<file path="src/rtl/dma_chan_pkg.sv">
package dma_chan_pkg;

  // mode word bit positions (software decodes these)
  localparam int BIT_EN0 = 0;
  localparam int BIT_DN0 = 1;
  localparam int BIT_EN1 = 2;
  localparam int BIT_DN1 = 3;
  localparam int BIT_ACT = 4;
  localparam int BIT_RUN = 5;
  localparam int BIT_HLT = 6;
  localparam int BIT_IE  = 7;
  localparam int BIT_DIR = 12;
  localparam int DW_LSB  = 9;
  localparam int DAH_LSB = 20;

  // writable mode bits: everything but halted (6), bit 14 and 31:24
  localparam logic [31:0] MODE_WMASK = 32'h00FF_BFBF;
  localparam logic [31:0] MODE_RST   = 32'h0000_0040;

  // register offsets
  localparam int OFF_SET = 8'h00;
  localparam int OFF_CLR = 8'h04;
  localparam int OFF_PER = 8'h08;
  localparam int OFF_S0  = 8'h0C;
  localparam int OFF_C0  = 8'h10;
  localparam int OFF_S1  = 8'h14;
  localparam int OFF_C1  = 8'h18;

  typedef enum logic [1:0] {ST_IDLE, ST_RD, ST_WR} beatState_t;

  typedef struct packed {
    logic captureData;
    logic beatDone;
    logic bufFinish;
    logic setHalt;
    logic clrHalt;
    logic wrPhase;
  } dmaStrobes_t;

  function automatic logic [2:0] stepBytes(input logic [1:0] dw);
    case (dw)
      2'd0:    stepBytes = 3'd1;
      2'd1:    stepBytes = 3'd2;
      default: stepBytes = 3'd4;
    endcase
  endfunction

endpackage

</file>
<file path="src/rtl/dma_chan_dp.sv">
module dma_chan_dp
  import dma_chan_pkg::*;
#(
  parameter int DATA_W = 32,
  parameter int CNT_W  = 16,
  parameter int HI_W   = 4,
  parameter int REG_AW = 8,
  localparam int ADDR_W = DATA_W + HI_W
) (
  input  logic              clk,
  input  logic              rstN,
  input  logic              regWr,
  input  logic [REG_AW-1:0] regAddr,
  input  logic [DATA_W-1:0] regWdata,
  output logic [DATA_W-1:0] regRdata,
  input  dmaStrobes_t       strb,
  input  logic [DATA_W-1:0] mRdata,
  output logic [ADDR_W-1:0] mAddr,
  output logic [DATA_W-1:0] mWdata,
  output logic              irq,
  output logic              run,
  output logic              halted,
  output logic              actEn,
  output logic              actCntZero,
  output logic              actCntOne
);

  logic [31:0]       modeQ, modeNext;
  logic [DATA_W-1:0] perAddrQ;
  logic [DATA_W-1:0] startQ [2];
  logic [CNT_W-1:0]  cntQ   [2];
  logic [HI_W-1:0]   hiQ    [2];
  logic [DATA_W-1:0] dataQ;
  logic              act;
  logic              useMem;
  logic [DATA_W-1:0] stepAddr;

  assign act      = modeQ[BIT_ACT];
  assign stepAddr = DATA_W'(stepBytes(modeQ[DW_LSB +: 2]));

  always_comb begin
    modeNext = modeQ;
    if (regWr && regAddr == REG_AW'(OFF_SET))
      modeNext = modeNext | (32'(regWdata) & MODE_WMASK);
    if (regWr && regAddr == REG_AW'(OFF_CLR))
      modeNext = modeNext & ~(32'(regWdata) & MODE_WMASK);
    if (strb.bufFinish) begin
      modeNext[act ? BIT_EN1 : BIT_EN0] = 1'b0;
      modeNext[act ? BIT_DN1 : BIT_DN0] = 1'b1;
      modeNext[BIT_ACT]                 = ~act;
    end
    if (strb.clrHalt) modeNext[BIT_HLT] = 1'b0;
    if (strb.setHalt) modeNext[BIT_HLT] = 1'b1;
  end

  always_ff @(posedge clk) begin
    if (!rstN) begin
      modeQ    <= MODE_RST;
      perAddrQ <= '0;
      dataQ    <= '0;
      for (int b = 0; b < 2; b++) begin
        startQ[b] <= '0;
        cntQ[b]   <= '0;
        hiQ[b]    <= '0;
      end
    end else begin
      modeQ <= modeNext;
      if (regWr && regAddr == REG_AW'(OFF_PER)) perAddrQ <= regWdata;
      if (strb.captureData) dataQ <= mRdata;
      for (int b = 0; b < 2; b++) begin
        if (strb.beatDone && int'(act) == b) begin
          cntQ[b]   <= cntQ[b] - 1'b1;
          startQ[b] <= startQ[b] + stepAddr;
        end else begin
          if (regWr && regAddr == REG_AW'(b == 0 ? OFF_S0 : OFF_S1))
            startQ[b] <= regWdata;
          if (regWr && regAddr == REG_AW'(b == 0 ? OFF_C0 : OFF_C1)) begin
            cntQ[b] <= regWdata[CNT_W-1:0];
            hiQ[b]  <= regWdata[CNT_W +: HI_W];
          end
        end
      end
    end
  end

  always_comb begin
    case (regAddr)
      REG_AW'(OFF_SET), REG_AW'(OFF_CLR): regRdata = DATA_W'(modeQ);
      REG_AW'(OFF_PER): regRdata = perAddrQ;
      REG_AW'(OFF_S0):  regRdata = startQ[0];
      REG_AW'(OFF_C0):  regRdata = DATA_W'({hiQ[0], cntQ[0]});
      REG_AW'(OFF_S1):  regRdata = startQ[1];
      REG_AW'(OFF_C1):  regRdata = DATA_W'({hiQ[1], cntQ[1]});
      default:          regRdata = '0;
    endcase
  end

  // memory side is the source on the read phase when direction is 0
  assign useMem     = (strb.wrPhase == modeQ[BIT_DIR]);
  assign mAddr      = useMem ? {hiQ[act], startQ[act]}
                             : {modeQ[DAH_LSB +: HI_W], perAddrQ};
  assign mWdata     = dataQ;
  assign irq        = modeQ[BIT_IE] & (modeQ[BIT_DN0] | modeQ[BIT_DN1]);
  assign run        = modeQ[BIT_RUN];
  assign halted     = modeQ[BIT_HLT];
  assign actEn      = act ? modeQ[BIT_EN1] : modeQ[BIT_EN0];
  assign actCntZero = (cntQ[act] == '0);
  assign actCntOne  = (cntQ[act] == CNT_W'(1));

  AST_COUNT_STEP: assert property (@(posedge clk) disable iff (!rstN)
    (strb.beatDone && !act) |=> cntQ[0] == $past(cntQ[0]) - 1'b1);
  AST_FINISH_TOGGLES: assert property (@(posedge clk) disable iff (!rstN)
    strb.bufFinish |=> modeQ[BIT_ACT] != $past(modeQ[BIT_ACT]));
  AST_FINISH_SETS_DONE: assert property (@(posedge clk) disable iff (!rstN)
    strb.bufFinish |=> (modeQ[BIT_DN0] | modeQ[BIT_DN1]));
  AST_DONE_STICKY: assert property (@(posedge clk) disable iff (!rstN)
    (modeQ[BIT_DN0] && !(regWr && regAddr == REG_AW'(OFF_CLR))) |=> modeQ[BIT_DN0]);

endmodule

</file>
<file path="src/rtl/dma_chan_ctrl.sv">
module dma_chan_ctrl
  import dma_chan_pkg::*;
(
  input  logic        clk,
  input  logic        rstN,
  input  logic        perReq,
  input  logic        mAck,
  input  logic        run,
  input  logic        halted,
  input  logic        actEn,
  input  logic        actCntZero,
  input  logic        actCntOne,
  output dmaStrobes_t strb,
  output logic        mReq
);

  beatState_t state, stateNext;

  always_comb begin
    stateNext = state;
    strb      = '0;
    mReq      = 1'b0;
    case (state)
      ST_IDLE: begin
        if (!run) begin
          strb.setHalt = !halted;
        end else begin
          strb.clrHalt = halted;
          if (actEn) begin
            if (actCntZero)  strb.bufFinish = 1'b1;
            else if (perReq) stateNext = ST_RD;
          end
        end
      end
      ST_RD: begin
        mReq = 1'b1;
        if (mAck) begin
          strb.captureData = 1'b1;
          stateNext        = ST_WR;
        end
      end
      ST_WR: begin
        mReq         = 1'b1;
        strb.wrPhase = 1'b1;
        if (mAck) begin
          strb.beatDone  = 1'b1;
          strb.bufFinish = actCntOne;
          stateNext      = ST_IDLE;
        end
      end
      default: stateNext = ST_IDLE;
    endcase
  end

  always_ff @(posedge clk) begin
    if (!rstN) state <= ST_IDLE;
    else       state <= stateNext;
  end

  AST_NO_REQ_WHILE_HALTED: assert property (@(posedge clk) disable iff (!rstN)
    halted |-> !mReq);
  AST_HALT_FOLLOWS_STOP: assert property (@(posedge clk) disable iff (!rstN)
    (state == ST_IDLE && !run) |=> halted);
  AST_NO_LAUNCH_WITHOUT_REQ: assert property (@(posedge clk) disable iff (!rstN)
    (state == ST_IDLE && !perReq) |=> state == ST_IDLE);
  AST_DISABLED_STAYS_IDLE: assert property (@(posedge clk) disable iff (!rstN)
    (state == ST_IDLE && !actEn) |=> state == ST_IDLE);

endmodule

</file>
<file path="src/rtl/dma_pingpong_chan.sv">
module dma_pingpong_chan
  import dma_chan_pkg::*;
#(
  parameter int DATA_W = 32,
  parameter int CNT_W  = 16,
  parameter int HI_W   = 4,
  parameter int REG_AW = 8,
  localparam int ADDR_W = DATA_W + HI_W
) (
  input  logic              clk,
  input  logic              rstN,
  input  logic              regWr,
  input  logic [REG_AW-1:0] regAddr,
  input  logic [DATA_W-1:0] regWdata,
  output logic [DATA_W-1:0] regRdata,
  input  logic              perReq,
  output logic              mReq,
  output logic              mWrite,
  output logic [ADDR_W-1:0] mAddr,
  output logic [DATA_W-1:0] mWdata,
  input  logic [DATA_W-1:0] mRdata,
  input  logic              mAck,
  output logic              irq
);

  dmaStrobes_t strb;
  logic run, halted, actEn, actCntZero, actCntOne;

  dma_chan_ctrl u_ctrl (
    .clk(clk), .rstN(rstN), .perReq(perReq), .mAck(mAck),
    .run(run), .halted(halted), .actEn(actEn),
    .actCntZero(actCntZero), .actCntOne(actCntOne),
    .strb(strb), .mReq(mReq)
  );

  dma_chan_dp #(.DATA_W(DATA_W), .CNT_W(CNT_W), .HI_W(HI_W), .REG_AW(REG_AW)) u_dp (
    .clk(clk), .rstN(rstN), .regWr(regWr), .regAddr(regAddr),
    .regWdata(regWdata), .regRdata(regRdata), .strb(strb),
    .mRdata(mRdata), .mAddr(mAddr), .mWdata(mWdata), .irq(irq),
    .run(run), .halted(halted), .actEn(actEn),
    .actCntZero(actCntZero), .actCntOne(actCntOne)
  );

  assign mWrite = strb.wrPhase;

endmodule

</file>
<file path="config.mk">
export PLATFORM = sky130hd
export DESIGN_NAME = dma_pingpong_chan
export DESIGN_NICKNAME = d
export VERILOG_FILES = /design/src/rtl/dma_chan_pkg.sv /design/src/rtl/dma_chan_dp.sv /design/src/rtl/dma_chan_ctrl.sv /design/src/rtl/dma_pingpong_chan.sv
export SDC_FILE = /design/constraint.sdc
export NUM_CORES = 1
export LEC_CHECK = 0
export ABC_AREA = 1
export BUFFER_PORTS_ARGS = -buffer_cell sky130_fd_sc_hd__buf_2
export CORE_ASPECT_RATIO = 1.5
export CORE_MARGIN = 2
export CORE_UTILIZATION = 30
export CTS_CLUSTER_SIZE = 16
export DETAILED_ROUTE_END_ITERATION = 8
export MAX_ROUTING_LAYER = met4
export PLACE_DENSITY = 0.45
export SYNTH_ARGS = -nofsm -noshare
export SYNTH_HDL_FRONTEND = slang
export SYNTH_SLANG_ARGS = --single-unit
</file>
<file path="constraint.sdc">
create_clock -name clk -period 4.4 [get_ports clk]
set_clock_uncertainty 0.2 [all_clocks]
set_input_delay 0.22 -clock clk [delete_from_list [all_inputs] [get_ports clk]]
set_output_delay 0.22 -clock clk [all_outputs]
set_load 0.03 [all_outputs]
</file>
==> run_results.csv <==
group,metric,value,unit
setup_path,rrSetupSlack,1.14,ns
global_routing,grt_max_degree,67,
timing,holdWs,-0.00256,ns
synth,syn_inst,1798,
synth,synth_top_area_share,0.250,
timing,fmax,285,MHz
timing,final.setup.tns,0,ns
timing,fin_crit,3.51,ns
global_routing,grt_pass1_vias,13200,
hold_path,hold_depth,3,
setup_path,slowest_stage,"xnor2_2",
hold_path,min_from,"regWdata[15]",
drt,via_per_inst,5.19,
pwr,irDropWorstVdd,0.227,mV
timing,hold_viol,1,
synth,avgSynthCellArea,6.95,µm²
timing,setup_viol,0,
pwr,powerDensity,271,nW/µm²
synth,synth.most_common_cell,"nand2_1",
clock_tree,cts-hold-fix-buffers,62,
drt,wl_per_cell,21.8,µm
floorplanning,die_h,254,µm
outcome,status,"complete, but fails checks",
setup_path,slowest_delay,0.85,ns
final_layout,final_layout_size_suffix_gt1_frac,0.136,
place,dp_hpwl,43200,µm
synth,syn_area,12500,µm²
drt,antenna_left,0,
final_layout,syn2layout_area_growth,21.7,%
synth,synthTopCellsByCount,"384 x nand2_1, 246 x inv_1, 226 x nor2_1, 213 x o21ai_0, 108 x nand3_1",
setup_path,start_kind,"flop",
floorplanning,core,41100,µm²
synth,synthArstFlopShare,0,
synth,yosys_warnings,0,
place,place_inst,2481,
drt,firstDrtPassIters,5,
global_routing,grt_usage,0.268,
clock_tree,cts_buffers,17,
pwr,total_power,4.11,mW
timing,rsz0062_at_grt,"false",
synth,yosysUniqueCellTypes,44,
place,place_ws,1.20,ns
clock_tree,worstSkewPairLatency,0.47,ns
place,portBuffers,179,
synth,synth_nets,1887,
outcome,violations,"negative hold slack",
synth,yosysSeqAreaShare,0.394,
clock_tree,cts.path.max_buffers,2,
global_routing,grt_pass1_wl,82800,µm
final_layout,fin_nets,2093,
drt,drt_wl_total,56100,µm
clock_tree,htree_levels,4,
clock_tree,clk_pin_slew,0.09,ns
pwr,p_leak,6.53,nW
synth,synth.area.top_cells,"edfxtp_1 25%, dfxtp_1 14%, nand2_1 12%",
floorplanning,fp.dieW,171,µm
global_routing,grt_overflow,0,
drt,first_iter_violations,1026,
floorplanning,rows,91,
synth,synth_seq_cells,194,
flow_run,drv_cap,0,
setup_path,worstPathArrival,3.09,ns
floorplanning,initial_core_util,0.304,
clock_tree,cts_tree,"yes",
final_layout,fin_cells,2576,
setup_path,critical_path_class,"flop to output pin",
clock_tree,cts_root_buf,"clkbuf_16",
synth,yosys_most_used_dff,"edfxtp_1",
setup_path,crit_path_cell_trace,"inv_1, ha_1, xnor2_2, buf_4, o211ai_1, o21ai_0, buf_2",
synth,synth_top_area_cell,"edfxtp_1",
setup_path,critical_path.endpoint_type,"output pin",
place,place_congestion,0.952,
setup_path,crit_path_max_fanout,18,
clock_tree,cts.repair.resized,0,
clock_tree,postCtsSetupBuffers,0,
setup_path,r2r_end,"u_dp.cntQ[1][12]",
drt,drc_errors,0,
setup_path,r2r_start,"u_ctrl.state[0]",
setup_path,required,3.98,ns
synth,synth-edff-count,104,
timing,worstMarginPinSlew,1.20,ns
global_routing,antenna_found_initial,0,
setup_path,rr_worst_depth,11,
timing,slew_viol_final,0,
drt,vias,13400,
clock_tree,cts.sinks,194,
timing,finalCritPeriodShare,0.797,
floorplanning,dieArea,43300,µm²
timing,fin_ws,0.893,ns
timing,maxSlewHeadroom,0.200,
floorplanning,ios,180,
hold_path,min_path_type,"input pin to flop",
==> power breakdown <==
part | switching (mW) | leakage, nW | total [mW] | internal [mW]
Combinational | 0.259 | 4.43 | 0.384 | 0.125
Clock | 0.916 | 0.313 | 1.74 | 0.822
Sequential | 0.0524 | 1.78 | 1.99 | 1.94
Total | 1.23 | 6.53 | 4.11 | 2.89
==> worst max-delay path, delay by kind of cell (launching register included) <==
| kind | cells | cell delay, ns |
|---|---|---|
| flip-flops | 1 | 0.39 |
| buffers and inverters | 3 | 0.71 |
| adder cells (fa/ha/maj) | 1 | 0.29 |
| AO/OA/AOI/OAI | 2 | 0.37 |
| XOR/XNOR | 1 | 0.85 |
==> sequential cells by signal (all words and copies together), names as in the netlist, named ones only <==
signal and cells:
u_dp.hiQ 8, u_dp.mWdata 32, u_dp.startQ 64, u_dp.modeQ 6, u_dp.cntQ 32, u_dp.perAddrQ 32, u_ctrl.state 2
==> cells in the final DEF, fill, tap and decap left out, drive strengths merged, types with 20 or more instances in the layout <==
master / n
o211ai: 46
nor3: 24
o22ai: 32
xor2: 20
nand2: 391
dlygate4sd3: 62
nand4: 42
nand3: 120
dfxtp: 90
inv: 260
nor2: 230
o21ai: 221
buf: 197
a21oi: 83
edfxtp: 104
==> cell type report <==
| cell class | count | area (µm²) |
|---|---|---|
| clock inverter | 14 | 205 |
| sequential | 194 | 4930 |
| clock buffer | 18 | 450 |
| fill | 4440 | 25900 |
| tap | 558 | 698 |
| inverter | 257 | 967 |
| antenna | 1 | 2.50 |
| timing repair buffer | 259 | 1650 |
| multi-input combinational | 1275 | 6300 |
==> routing by layer <==
layer  up-vias  track usage  part of all wire
met1      6367        0.297              0.40
met4         0        0.143             0.060
met3       115       0.0315             0.043
met5         -            -                 0
met2       477        0.467              0.50
li1       6421            -                 -
==> stage by stage <==
stage / hold WS, ns / cell area, µm² / util
after global routing: 0.00915 / 15200 / 0.370
after floorplan: 0.162 / 12500 / -
after detailed placement: 0.256 / 13900 / 0.339
final: -0.00256 / 15200 / 0.370
after CTS: 0.00963 / 15200 / 0.370
after global placement: 0.247 / 13900 / 0.339
==> cell families after synthesis <==
kind of cell	share of synthesized area
AO/OA/AOI/OAI	0.186
XOR/XNOR	0.0203
buffers and inverters	0.103
flip-flops	0.394
adder cells (fa/ha/maj)	0.0120
AND/OR/NAND/NOR	0.285
==> worst max path at each step <==
stage               startpoint                end  slack [ns]  cells after the start
2_1_floorplan  u_ctrl.state[0]  u_dp.startQ[0][0]        1.27                      9
3_3_place_gp   u_ctrl.state[0]   u_dp.cntQ[1][15]        1.25                     11
3_5_place_dp   u_ctrl.state[0]   u_dp.cntQ[1][15]        1.20                     11
4_1_cts        u_ctrl.state[0]           mAddr[8]        0.97                      7
5_1_grt        u_ctrl.state[0]           mAddr[3]        0.82                      7
6_report       u_ctrl.state[0]           mAddr[4]        0.89                      7
(Power assumes the default switching activity.)
